===== src/rtl/fes_pkg.sv =====
package fes_pkg;
  typedef enum logic [2:0] {
    CMD_NOP    = 3'd0,
    CMD_PROG   = 3'd1,
    CMD_BERASE = 3'd2,
    CMD_CERASE = 3'd3,
    CMD_SUSP   = 3'd4,
    CMD_RESUME = 3'd5,
    CMD_RESET  = 3'd6
  } cmd_e;

  typedef enum logic [2:0] {
    M_READ  = 3'd0,
    M_PROG  = 3'd1,
    M_SETUP = 3'd2,
    M_BUSY  = 3'd3,
    M_SUSP  = 3'd4,
    M_ERROR = 3'd5
  } mode_e;

  localparam int ERR_BIT = 5;
  localparam int TMR_BIT = 3;
  localparam int TOG_BIT = 2;
endpackage


===== src/rtl/fes_array.sv =====
module fes_array #(
  parameter int DATA_W = 8,
  parameter int NBLK   = 8,
  parameter int WPB    = 4,
  localparam int OFF_W  = $clog2(WPB),
  localparam int ADDR_W = $clog2(NBLK) + OFF_W,
  localparam int DEPTH  = NBLK * WPB
) (
  input  logic              clk_i,
  input  logic              rst_ni,
  input  logic              prog_we_i,
  input  logic [ADDR_W-1:0] cmd_addr_i,
  input  logic [DATA_W-1:0] cmd_data_i,
  input  logic              erase_we_i,
  input  logic [NBLK-1:0]   erase_mask_i,
  input  logic [ADDR_W-1:0] rd_addr_i,
  output logic [DATA_W-1:0] rd_q_o,
  output logic              prog_fault_o
);
  logic [DATA_W-1:0] mem [DEPTH];

  always_ff @(posedge clk_i or negedge rst_ni) begin
    if (!rst_ni) begin
      for (int i = 0; i < DEPTH; i++) mem[i] <= '1;
    end else if (erase_we_i) begin
      for (int i = 0; i < DEPTH; i++)
        if (erase_mask_i[i / WPB]) mem[i] <= '1;
    end else if (prog_we_i) begin
      mem[cmd_addr_i] <= mem[cmd_addr_i] & cmd_data_i;
    end
  end

  assign rd_q_o       = mem[rd_addr_i];
  assign prog_fault_o = |(cmd_data_i & ~mem[cmd_addr_i]);

  AST_PROG_ONLY_CLEARS: assert property (@(posedge clk_i) disable iff (!rst_ni) (prog_we_i && !erase_we_i) |=> ((mem[$past(cmd_addr_i)] & ~$past(mem[cmd_addr_i])) == '0));
endmodule


===== src/rtl/fes_ctrl.sv =====
module fes_ctrl
  import fes_pkg::*;
#(
  parameter int NBLK = 8,
  localparam int BLK_W = $clog2(NBLK)
) (
  input  logic             clk_i,
  input  logic             rst_ni,
  input  logic             cmd_valid_i,
  input  cmd_e             cmd_i,
  input  logic [BLK_W-1:0] cmd_blk_i,
  input  logic [NBLK-1:0]  prot_i,
  input  logic             prog_fault_i,
  input  logic             ev_start_i,
  input  logic             ev_done_i,
  input  logic [NBLK-1:0]  ev_fail_i,
  output mode_e            mode_o,
  output logic [NBLK-1:0]  sel_o,
  output logic [NBLK-1:0]  failed_o,
  output logic             prog_we_o,
  output logic             erase_we_o,
  output logic [NBLK-1:0]  erase_mask_o
);
  mode_e           mode_q, mode_d;
  logic [NBLK-1:0] sel_q, sel_d, failed_q, failed_d;
  logic [NBLK-1:0] blk_bit, bad_blk;

  assign blk_bit = {{(NBLK-1){1'b0}}, 1'b1} << cmd_blk_i;
  assign bad_blk = sel_q & ev_fail_i;

  function automatic logic is_cmd(input logic v, input cmd_e c, input cmd_e want);
    return v && (c == want);
  endfunction

  always_comb begin
    mode_d       = mode_q;
    sel_d        = sel_q;
    failed_d     = failed_q;
    prog_we_o    = 1'b0;
    erase_we_o   = 1'b0;
    erase_mask_o = '0;
    unique case (mode_q)
      M_READ: begin
        if (is_cmd(cmd_valid_i, cmd_i, CMD_PROG)) begin
          prog_we_o = 1'b1;
          mode_d    = prog_fault_i ? M_ERROR : M_PROG;
        end else if (is_cmd(cmd_valid_i, cmd_i, CMD_BERASE)) begin
          sel_d  = prot_i[cmd_blk_i] ? '0 : blk_bit;
          mode_d = M_SETUP;
        end else if (is_cmd(cmd_valid_i, cmd_i, CMD_CERASE)) begin
          sel_d  = ~prot_i;
          mode_d = M_SETUP;
        end
      end
      M_PROG: if (ev_done_i) mode_d = M_READ;
      M_SETUP: begin
        if (ev_start_i) begin
          mode_d = M_BUSY;
        end else if (is_cmd(cmd_valid_i, cmd_i, CMD_BERASE)) begin
          if (!prot_i[cmd_blk_i]) sel_d = sel_q | blk_bit;
        end else if (is_cmd(cmd_valid_i, cmd_i, CMD_RESET)) begin
          sel_d  = '0;
          mode_d = M_READ;
        end
      end
      M_BUSY: begin
        if (ev_done_i) begin
          erase_we_o   = 1'b1;
          erase_mask_o = sel_q & ~ev_fail_i & ~prot_i;
          failed_d     = bad_blk;
          sel_d        = '0;
          mode_d       = (|bad_blk) ? M_ERROR : M_READ;
        end else if (is_cmd(cmd_valid_i, cmd_i, CMD_SUSP)) begin
          mode_d = M_SUSP;
        end
      end
      M_SUSP: if (is_cmd(cmd_valid_i, cmd_i, CMD_RESUME)) mode_d = M_BUSY;
      M_ERROR: begin
        if (is_cmd(cmd_valid_i, cmd_i, CMD_RESET)) begin
          failed_d = '0;
          mode_d   = M_READ;
        end
      end
      default: mode_d = M_READ;
    endcase
  end

  always_ff @(posedge clk_i or negedge rst_ni) begin
    if (!rst_ni) begin
      mode_q   <= M_READ;
      sel_q    <= '0;
      failed_q <= '0;
    end else begin
      mode_q   <= mode_d;
      sel_q    <= sel_d;
      failed_q <= failed_d;
    end
  end

  assign mode_o   = mode_q;
  assign sel_o    = sel_q;
  assign failed_o = failed_q;

  AST_ERR_ONLY_RESET: assert property (@(posedge clk_i) disable iff (!rst_ni) (mode_q == M_ERROR && !(cmd_valid_i && cmd_i == CMD_RESET)) |=> (mode_q == M_ERROR));
  AST_ERR_KEEPS_FAILED: assert property (@(posedge clk_i) disable iff (!rst_ni) (mode_q == M_ERROR && !(cmd_valid_i && cmd_i == CMD_RESET)) |=> $stable(failed_q));
endmodule


===== src/rtl/fes_rdpath.sv =====
module fes_rdpath
  import fes_pkg::*;
#(
  parameter int DATA_W = 8,
  parameter int NBLK   = 8,
  localparam int BLK_W = $clog2(NBLK)
) (
  input  logic              clk_i,
  input  logic              rst_ni,
  input  mode_e             mode_i,
  input  logic [NBLK-1:0]   sel_i,
  input  logic [NBLK-1:0]   failed_i,
  input  logic              rd_en_i,
  input  logic [BLK_W-1:0]  rd_blk_i,
  input  logic [DATA_W-1:0] arr_q_i,
  output logic [DATA_W-1:0] rd_data_o,
  output logic              tog_o
);
  logic tog_q, erasing, in_sel, in_fail, advance, show_array;
  logic [DATA_W-1:0] status;

  assign erasing    = (mode_i == M_SETUP) || (mode_i == M_BUSY) || (mode_i == M_SUSP);
  assign in_sel     = sel_i[rd_blk_i];
  assign in_fail    = failed_i[rd_blk_i];
  assign advance    = rd_en_i && ((erasing && in_sel) || (mode_i == M_ERROR && in_fail));
  assign show_array = (mode_i == M_READ) || (mode_i == M_SUSP && !in_sel);

  always_comb begin
    status          = '0;
    status[ERR_BIT] = (mode_i == M_ERROR);
    status[TMR_BIT] = (mode_i == M_BUSY) || (mode_i == M_SUSP) || (mode_i == M_ERROR && |failed_i);
    status[TOG_BIT] = tog_q;
  end

  always_ff @(posedge clk_i or negedge rst_ni) begin
    if (!rst_ni)      tog_q <= 1'b0;
    else if (advance) tog_q <= ~tog_q;
  end

  assign rd_data_o = show_array ? arr_q_i : status;
  assign tog_o     = tog_q;
endmodule


===== src/rtl/flash_erase_status.sv =====
module flash_erase_status
  import fes_pkg::*;
#(
  parameter int DATA_W = 8,
  parameter int NBLK   = 8,
  parameter int WPB    = 4,
  localparam int BLK_W  = $clog2(NBLK),
  localparam int OFF_W  = $clog2(WPB),
  localparam int ADDR_W = BLK_W + OFF_W
) (
  input  logic              clk_i,
  input  logic              rst_ni,
  input  logic              cmd_valid_i,
  input  logic [2:0]        cmd_i,
  input  logic [ADDR_W-1:0] cmd_addr_i,
  input  logic [DATA_W-1:0] cmd_data_i,
  input  logic [NBLK-1:0]   prot_i,
  input  logic              ev_start_i,
  input  logic              ev_done_i,
  input  logic [NBLK-1:0]   ev_fail_i,
  input  logic              rd_en_i,
  input  logic [ADDR_W-1:0] rd_addr_i,
  output logic [DATA_W-1:0] rd_data_o
);
  mode_e             mode;
  logic [NBLK-1:0]   sel, failed, erase_mask;
  logic              prog_we, erase_we, prog_fault, tog;
  logic [DATA_W-1:0] arr_q;
  logic [DATA_W-1:0] fixed_zero_mask;

  fes_array #(.DATA_W(DATA_W), .NBLK(NBLK), .WPB(WPB)) u_array (
    .clk_i, .rst_ni,
    .prog_we_i(prog_we), .cmd_addr_i, .cmd_data_i,
    .erase_we_i(erase_we), .erase_mask_i(erase_mask),
    .rd_addr_i, .rd_q_o(arr_q), .prog_fault_o(prog_fault)
  );

  fes_ctrl #(.NBLK(NBLK)) u_ctrl (
    .clk_i, .rst_ni, .cmd_valid_i,
    .cmd_i(cmd_e'(cmd_i)),
    .cmd_blk_i(cmd_addr_i[ADDR_W-1:OFF_W]),
    .prot_i, .prog_fault_i(prog_fault),
    .ev_start_i, .ev_done_i, .ev_fail_i,
    .mode_o(mode), .sel_o(sel), .failed_o(failed),
    .prog_we_o(prog_we), .erase_we_o(erase_we), .erase_mask_o(erase_mask)
  );

  fes_rdpath #(.DATA_W(DATA_W), .NBLK(NBLK)) u_rdpath (
    .clk_i, .rst_ni, .mode_i(mode), .sel_i(sel), .failed_i(failed),
    .rd_en_i, .rd_blk_i(rd_addr_i[ADDR_W-1:OFF_W]),
    .arr_q_i(arr_q), .rd_data_o, .tog_o(tog)
  );

  always_comb begin
    fixed_zero_mask          = '1;
    fixed_zero_mask[ERR_BIT] = 1'b0;
    fixed_zero_mask[TMR_BIT] = 1'b0;
    fixed_zero_mask[TOG_BIT] = 1'b0;
  end

  AST_STATUS_SPARE_ZERO: assert property (@(posedge clk_i) disable iff (!rst_ni) (mode != M_READ && mode != M_SUSP) |-> ((rd_data_o & fixed_zero_mask) == '0));
  AST_SETUP_TIMER_LOW: assert property (@(posedge clk_i) disable iff (!rst_ni) (mode == M_SETUP) |-> !rd_data_o[TMR_BIT]);
  AST_READ_TOG_HOLD: assert property (@(posedge clk_i) disable iff (!rst_ni) (mode == M_READ) |=> $stable(tog));
  AST_ERR_FLAG_SHOWN: assert property (@(posedge clk_i) disable iff (!rst_ni) (mode == M_ERROR) |-> rd_data_o[ERR_BIT]);
endmodule


===== config.mk =====
export PLATFORM = sky130hd
export DESIGN_NAME = flash_erase_status
export DESIGN_NICKNAME = d
export VERILOG_FILES = /design/src/rtl/fes_pkg.sv /design/src/rtl/fes_array.sv /design/src/rtl/fes_ctrl.sv /design/src/rtl/fes_rdpath.sv /design/src/rtl/flash_erase_status.sv
export SDC_FILE = /design/constraint.sdc
export NUM_CORES = 1
export LEC_CHECK = 0
export BUFFER_PORTS_ARGS = -buffer_cell sky130_fd_sc_hd__buf_4
export CAP_MARGIN = 20
export CORE_UTILIZATION = 28
export CTS_BUF_LIST = sky130_fd_sc_hd__clkbuf_4 sky130_fd_sc_hd__clkbuf_8
export DETAILED_ROUTE_END_ITERATION = 7
export MAX_ROUTING_LAYER = met4
export SLEW_MARGIN = 20
export SYNTH_ARGS = -nofsm -noshare
export SYNTH_HDL_FRONTEND = slang
export SYNTH_SLANG_ARGS = --single-unit

===== constraint.sdc =====
create_clock -name clk_i -period 3.3 [get_ports clk_i]
set_input_delay 0.33 -clock clk_i [delete_from_list [all_inputs] [get_ports clk_i]]
set_output_delay 0.33 -clock clk_i [all_outputs]
set_load 0.02 [all_outputs]

Word-level counts from Yosys, hierarchy flattened

Cells that the tools add are included.

Bits in registers: 276

Bitwise operators: 12
Order comparisons: 5
Reduce and logical (&&, ||, !) cells: 37
Shift operators: 1
Equal/unequal tests: 31
Multiplexer cells: 57

Operators with widths:

| cell                  | count |
|---|---|
| $mux W256             | 2 |
| $bwmux W256           | 1 |
| $mux W8               | 26 |
| $bmux W8 S5           | 2 |
| $and A8 B8 Y8         | 5 |
| $demux W8 S5          | 1 |
| $mux W3               | 12 |
| $ne A2 B2 Y1 const B  | 13 |
| $not A8 Y8            | 3 |
| $pmux W8 S3           | 1 |
| $reduce_or A8 Y1      | 3 |
| $pmux W3 S6           | 1 |
| $pmux W8 S2           | 1 |
| $reduce_and A2 Y1     | 8 |
| $eq A3 B3 Y1 const B  | 5 |
| $eq A3 B2 Y1 const B  | 4 |
| $ge A6 B6 Y1 const B  | 2 |
| $logic_and A1 B1 Y1   | 12 |
| $not A5 Y6            | 2 |
| $bmux W1 S3           | 3 |
| $lt A3 B4 Y1 const B  | 2 |
| $or A8 B8 Y8          | 1 |
| $shl A1 B3 Y8 const A | 1 |
| $mux W1               | 7 |
| other kinds (16)      | 25 |

Logic depth before layout (Yosys ltp)

Depth after elaboration: 10
Mapped depth: 11
Mapped depth without buffers: 7

Modules after synthesis

From an unflattened synthesis, not the netlist that was laid out.

Cells, all modules: 1505
Area total of the unflattened synthesis: 16047.9 um^2

Modules (own cells, without submodules):

| module     | seq. area each (um^2) | times used | cells an instance | area an instance (um^2) |
|---|---|---|---|---|
| fes_array  | 6726.5                | 1          | 1291              | 14136.1 |
| fes_ctrl   | 475.5                 | 1          | 171               | 1551.5 |
| fes_rdpath | 25.0                  | 1          | 43                | 360.3 |

Worst setup path after synthesis

OpenSTA, ideal clock, no wires.

Kind: input to output
Start: in rd_addr_i[2]
End: out rd_data_o[2]
Setup slack: 0.636 ns
Buffers on the path: 2
Data arrival time: 2.334 ns
Stages on the path: 6
Data required time: 2.970 ns
Cell sequence: buf_2 -> mux4_2 -> mux2_2 -> a211o_1 -> clkbuf_1 -> o21ai_0

Longest elaborated chain between the ends: 6

RTL lines:

| element                                                             | RTL line                 | source |
|---|---|---|
| start: declaration                                                  | flash_erase_status.sv:22 | `input logic [ADDR_W-1:0] rd_addr_i,` |
| parallel branches: the longest is 5 deep, another holds $bmux W8 S5 | --                       |  |
| $mux W8 *                                                           | fes_rdpath.sv:40         | `assign rd_data_o = show_array ? arr_q_i : status;` |
| end: declaration                                                    | flash_erase_status.sv:23 | `output logic [DATA_W-1:0] rd_data_o` |

Every way passes the cells marked *. The select of a mux whose other input is x is not followed.

Worst setup path in the final report

Start: reg u_ctrl.sel_q[3] (netlist: u_ctrl.sel_o[3])
End: out rd_data_o[3]

Longest elaborated chain between the ends: 6

RTL lines:

| element                       | RTL line         | source |
|---|---|---|
| start: declaration            | fes_ctrl.sv:25   | `logic [NBLK-1:0] sel_q, sel_d, failed_q, failed_d;` |
| start signal: assignment      | fes_ctrl.sv:95   | `sel_q <= sel_d;` |
| $bmux W1 S3                   | fes_rdpath.sv:23 | `assign in_sel = sel_i[rd_blk_i];` |
| $mux W1 (not written as such) | fes_rdpath.sv:23 |  |
| $logic_not A1 Y1              | fes_rdpath.sv:26 | `assign show_array = (mode_i == M_READ) \|\| (mode_i == M_SUSP && !in_sel);` |
| $logic_and A1 B1 Y1           | fes_rdpath.sv:26 |  |
| $logic_or A1 B1 Y1            | fes_rdpath.sv:26 |  |
| $mux W8                       | fes_rdpath.sv:40 |  |

Every way passes these cells. The select of a mux whose other input is x is not followed.

==> flow_metrics.env <==
export IMPL_status="completed"
export IMPL_drt_first_pass_iters=5
export IMPL_yosysUniqueCellTypes=57
export IMPL_switching_share_pct=32.8
export IMPL_intPower_w=0.00964
export IMPL_r2r_end="u_array.mem[169]"
export IMPL_clk_pin_slew_ns=0.07
export IMPL_routed_wl_um=48600
export IMPL_slowest_stage="mux4_2"
export IMPL_crit_end="rd_data_o[3]"
export IMPL_worstMarginPinSlew_ns=0.878
export IMPL_r2r_start="u_ctrl.mode_o[0]"
export IMPL_layout_min_cycle_time_ns=3.19
export IMPL_p_seq_share_pct=46.8
export IMPL_coreArea_um2=54200
export IMPL_rrSetupSlack_ns=0.59
export IMPL_path_depth=6
export IMPL_skew_ns=0.0468
export IMPL_grt_start_max_net_pins=94
export IMPL_cp_arrival_ns=2.86
export IMPL_grt_pass1_wl_um=74300
export IMPL_reg2reg_depth=7
export IMPL_clk_latency_ns=0.62
export IMPL_grt_pass1_vias=12000
export IMPL_cpPeakStageDelay_ns=0.49
export IMPL_startpoint="u_ctrl.sel_o[3]"
export IMPL_syn_avg_cell_area_um2=11.0
export IMPL_hold_path_class="in2reg"
export IMPL_cts_made_buffers=45
export IMPL_mostFrequentLayoutCells="nor2_1 (312), a21oi_1 (311), dfstp_2 (256), mux4_2 (133), buf_4 (127)"
export IMPL_post_route_drc_count=0
export IMPL_place_gp_congestion=0.896
export IMPL_die_area_um2=56300
export IMPL_grt_util_all_layers_pct=17.8
export IMPL_path_buf_inv=1
export IMPL_num_rows=85
export IMPL_async_flop_share_pct=100
export IMPL_drt_iter0_markers=1142
export IMPL_rsz0062_at_grt="no"
export IMPL_synth_ff_type="dfstp_2"
export IMPL_clock_tree_buffer_depth=3
export IMPL_worstSetupEndpointType="output pin"
export IMPL_yosys_warnings=0
export IMPL_crit_family="compound AO/OA/AOI/OAI gates"
export IMPL_worstPathRequired_ns=2.97
export IMPL_start_util_pct=28.6
export IMPL_htree_levels=2
export IMPL_drive_gt1_share_pct=41.3
export IMPL_hpwlAfterDp_um=32200
export IMPL_synth_edf_count=0
export IMPL_powerDensity_nw_per_um2=804
export IMPL_max_cap_violations=0
export IMPL_switchingPower_w=0.00470
export IMPL_cts_tree="built"
export IMPL_path_max_fanout=6
export IMPL_ys_ff_latch=276
export IMPL_worst_setup_path_start_kind="flop"
export IMPL_grt_overflow_total=0
export IMPL_clock_fmax_ghz=0.313
export IMPL_wl_per_cell_um=22.0
export IMPL_timing_slew_headroom_pct=41.3
export IMPL_final_setup_viol_count=0
export IMPL_finalCritPeriodShare_pct=96.8
export IMPL_io_pins=51
export IMPL_crit_chain="mux4_2 > mux2_2 > a211o_1 > a211oi_1 > a21oi_1 > buf_4"
export IMPL_vias=12200
export IMPL_area_growth_syn_to_layout_pct=15.0
export IMPL_antenna_found_initial=2
export IMPL_pwr_share_clk_pct=22.8
export IMPL_clock_sinks=276
export IMPL_comb_power_share_pct=30.4
export IMPL_ant_nets=0
export IMPL_crit_type="reg2out"
export IMPL_slew_viol_final=0
export IMPL_hold_viol=0
export IMPL_die_width_um=237
export IMPL_syn_nets=1447
export IMPL_finalSetupTns_ns=0
export IMPL_io_buffers=50
export IMPL_irDropWorstVdd_mv=0.394
export IMPL_cts_resized=0
export IMPL_yosysSeqAreaShare_pct=46.6
export IMPL_root_buffer="clkbuf_8"
export IMPL_fin_nets=1517
export IMPL_syn_cell_area_um2=15500
export IMPL_mostFrequentLayoutCell="nor2_1"
export IMPL_vias_per_cell=5.52
export IMPL_p_leak_nw=6.71
export IMPL_die_height_um=237
export IMPL_power_w=0.0143
export IMPL_netlist_instances=1404
==> power by group through the flow <==
stage | registers [W] | logic [W] | clock network [W]
3_5_place_dp | 0.00672 | 0.00431 | 0
3_3_place_gp | 0.00663 | 0.00418 | 0
4_1_cts | 0.00668 | 0.00434 | 0.00333
2_1_floorplan | 0.00627 | 0.00342 | 0
5_1_grt | 0.00691 | 0.00478 | 0.00349
6_report | 0.00671 | 0.00436 | 0.00327
==> worst reg2reg max path, stage by stage (launching register included) <==
cell	delay, ns
dfrtp_1	0.60
nor2b_1	0.30
and3_2	0.63
a31oi_1	0.41
nor2_1	0.21
buf_4	0.29
nor2_1	0.09
a21oi_1	0.14
==> flip-flops by register name, indices dropped and copies added (netlist names) <==
signal           flops
u_ctrl.sel_o         8
u_rdpath.tog_o       1
u_array.mem        256
u_ctrl.failed_o      8
u_ctrl.mode_o        3
==> metrics by stage <==
stage                     cell area, um^2  hold WS (ns)  setup WS, ns  utilization, %  cells
after detailed placement            16800         0.437         0.330            30.9   2114
after floorplan                     15500        0.0344         0.636               -   1404
final                               17800        0.0448         0.106            32.9   2207
after global routing                17800        0.0436        0.0472            32.9   2206
after global placement              16800         0.432         0.304            30.9   2114
after CTS                           17800        0.0124         0.129            32.9   2204
==> worst min-delay path by stage <==
stage                       from  cells after the start                  to  slack (ns)
global route        ev_fail_i[4]                      2  u_ctrl.failed_o[4]        0.04
finish              ev_fail_i[4]                      2  u_ctrl.failed_o[4]        0.04
global placement          rst_ni                      1     u_ctrl.sel_o[6]        0.43
CTS                 ev_fail_i[4]                      2  u_ctrl.failed_o[4]        0.01
detailed placement        rst_ni                      1     u_ctrl.sel_o[3]        0.44
floorplan                 rst_ni                      0  u_ctrl.failed_o[0]        0.03
==> cells in the mapped netlist, types with 7 or more instances <==
library cell    n  share of area, %
buf_4          22               1.1
a22oi_1        20              0.97
clkbuf_1       20              0.48
inv_1          11              0.27
dfstp_2       256                43
a32o_1          9              0.58
o21ai_0        10              0.32
nand3_1        11              0.35
nor2b_1        11              0.44
dfrtp_1        20               3.2
mux2i_1        40               2.6
nand2_1        31              0.75
mux4_2        133                19
nor2_1        312               7.5
o31ai_1         8              0.39
a31oi_1         9              0.36
a21oi_1       311                10
o22ai_1        15              0.60
a21oi_2         7              0.40
buf_2          63               2.0
buf_6          11              0.80
==> layer usage <==
metal	GRT usage (%)	wire length, um
met2	25.6	21400
met5	-	0
met3	4.24	4710
met1	24.6	21200
met4	5.83	1360
==> area by class of cell <==
type                       instances  area [um^2]
timing repair buffer             144         1200
inverter                          11         41.3
sequential                       276         7230
antenna                            3         7.51
multi-input combinational        996         7520
tap                              696          871
clock inverter                    11         90.1
fill                            5455        36400
clock buffer                      70          888
==> kinds of logic after synthesis <==
logic type | after synthesis | synth area share, %
AOI/OAI and AO/OA | 423 | 15.6
xor gates and xnor gates | 1 | 0.0565
buffers and inverters | 132 | 4.95
DFF | 276 | 46.6
muxes | 179 | 22.5
and+or+nand+nor | 393 | 10.3
==> repair_timing <==
item	CTS	global route
hold buffers	9	0
endpoints found under the setup margin	0	0
buffers inserted	0	0
endpoints found under the hold margin	28	0
Note: power is estimated with default switching activity, not from simulation.
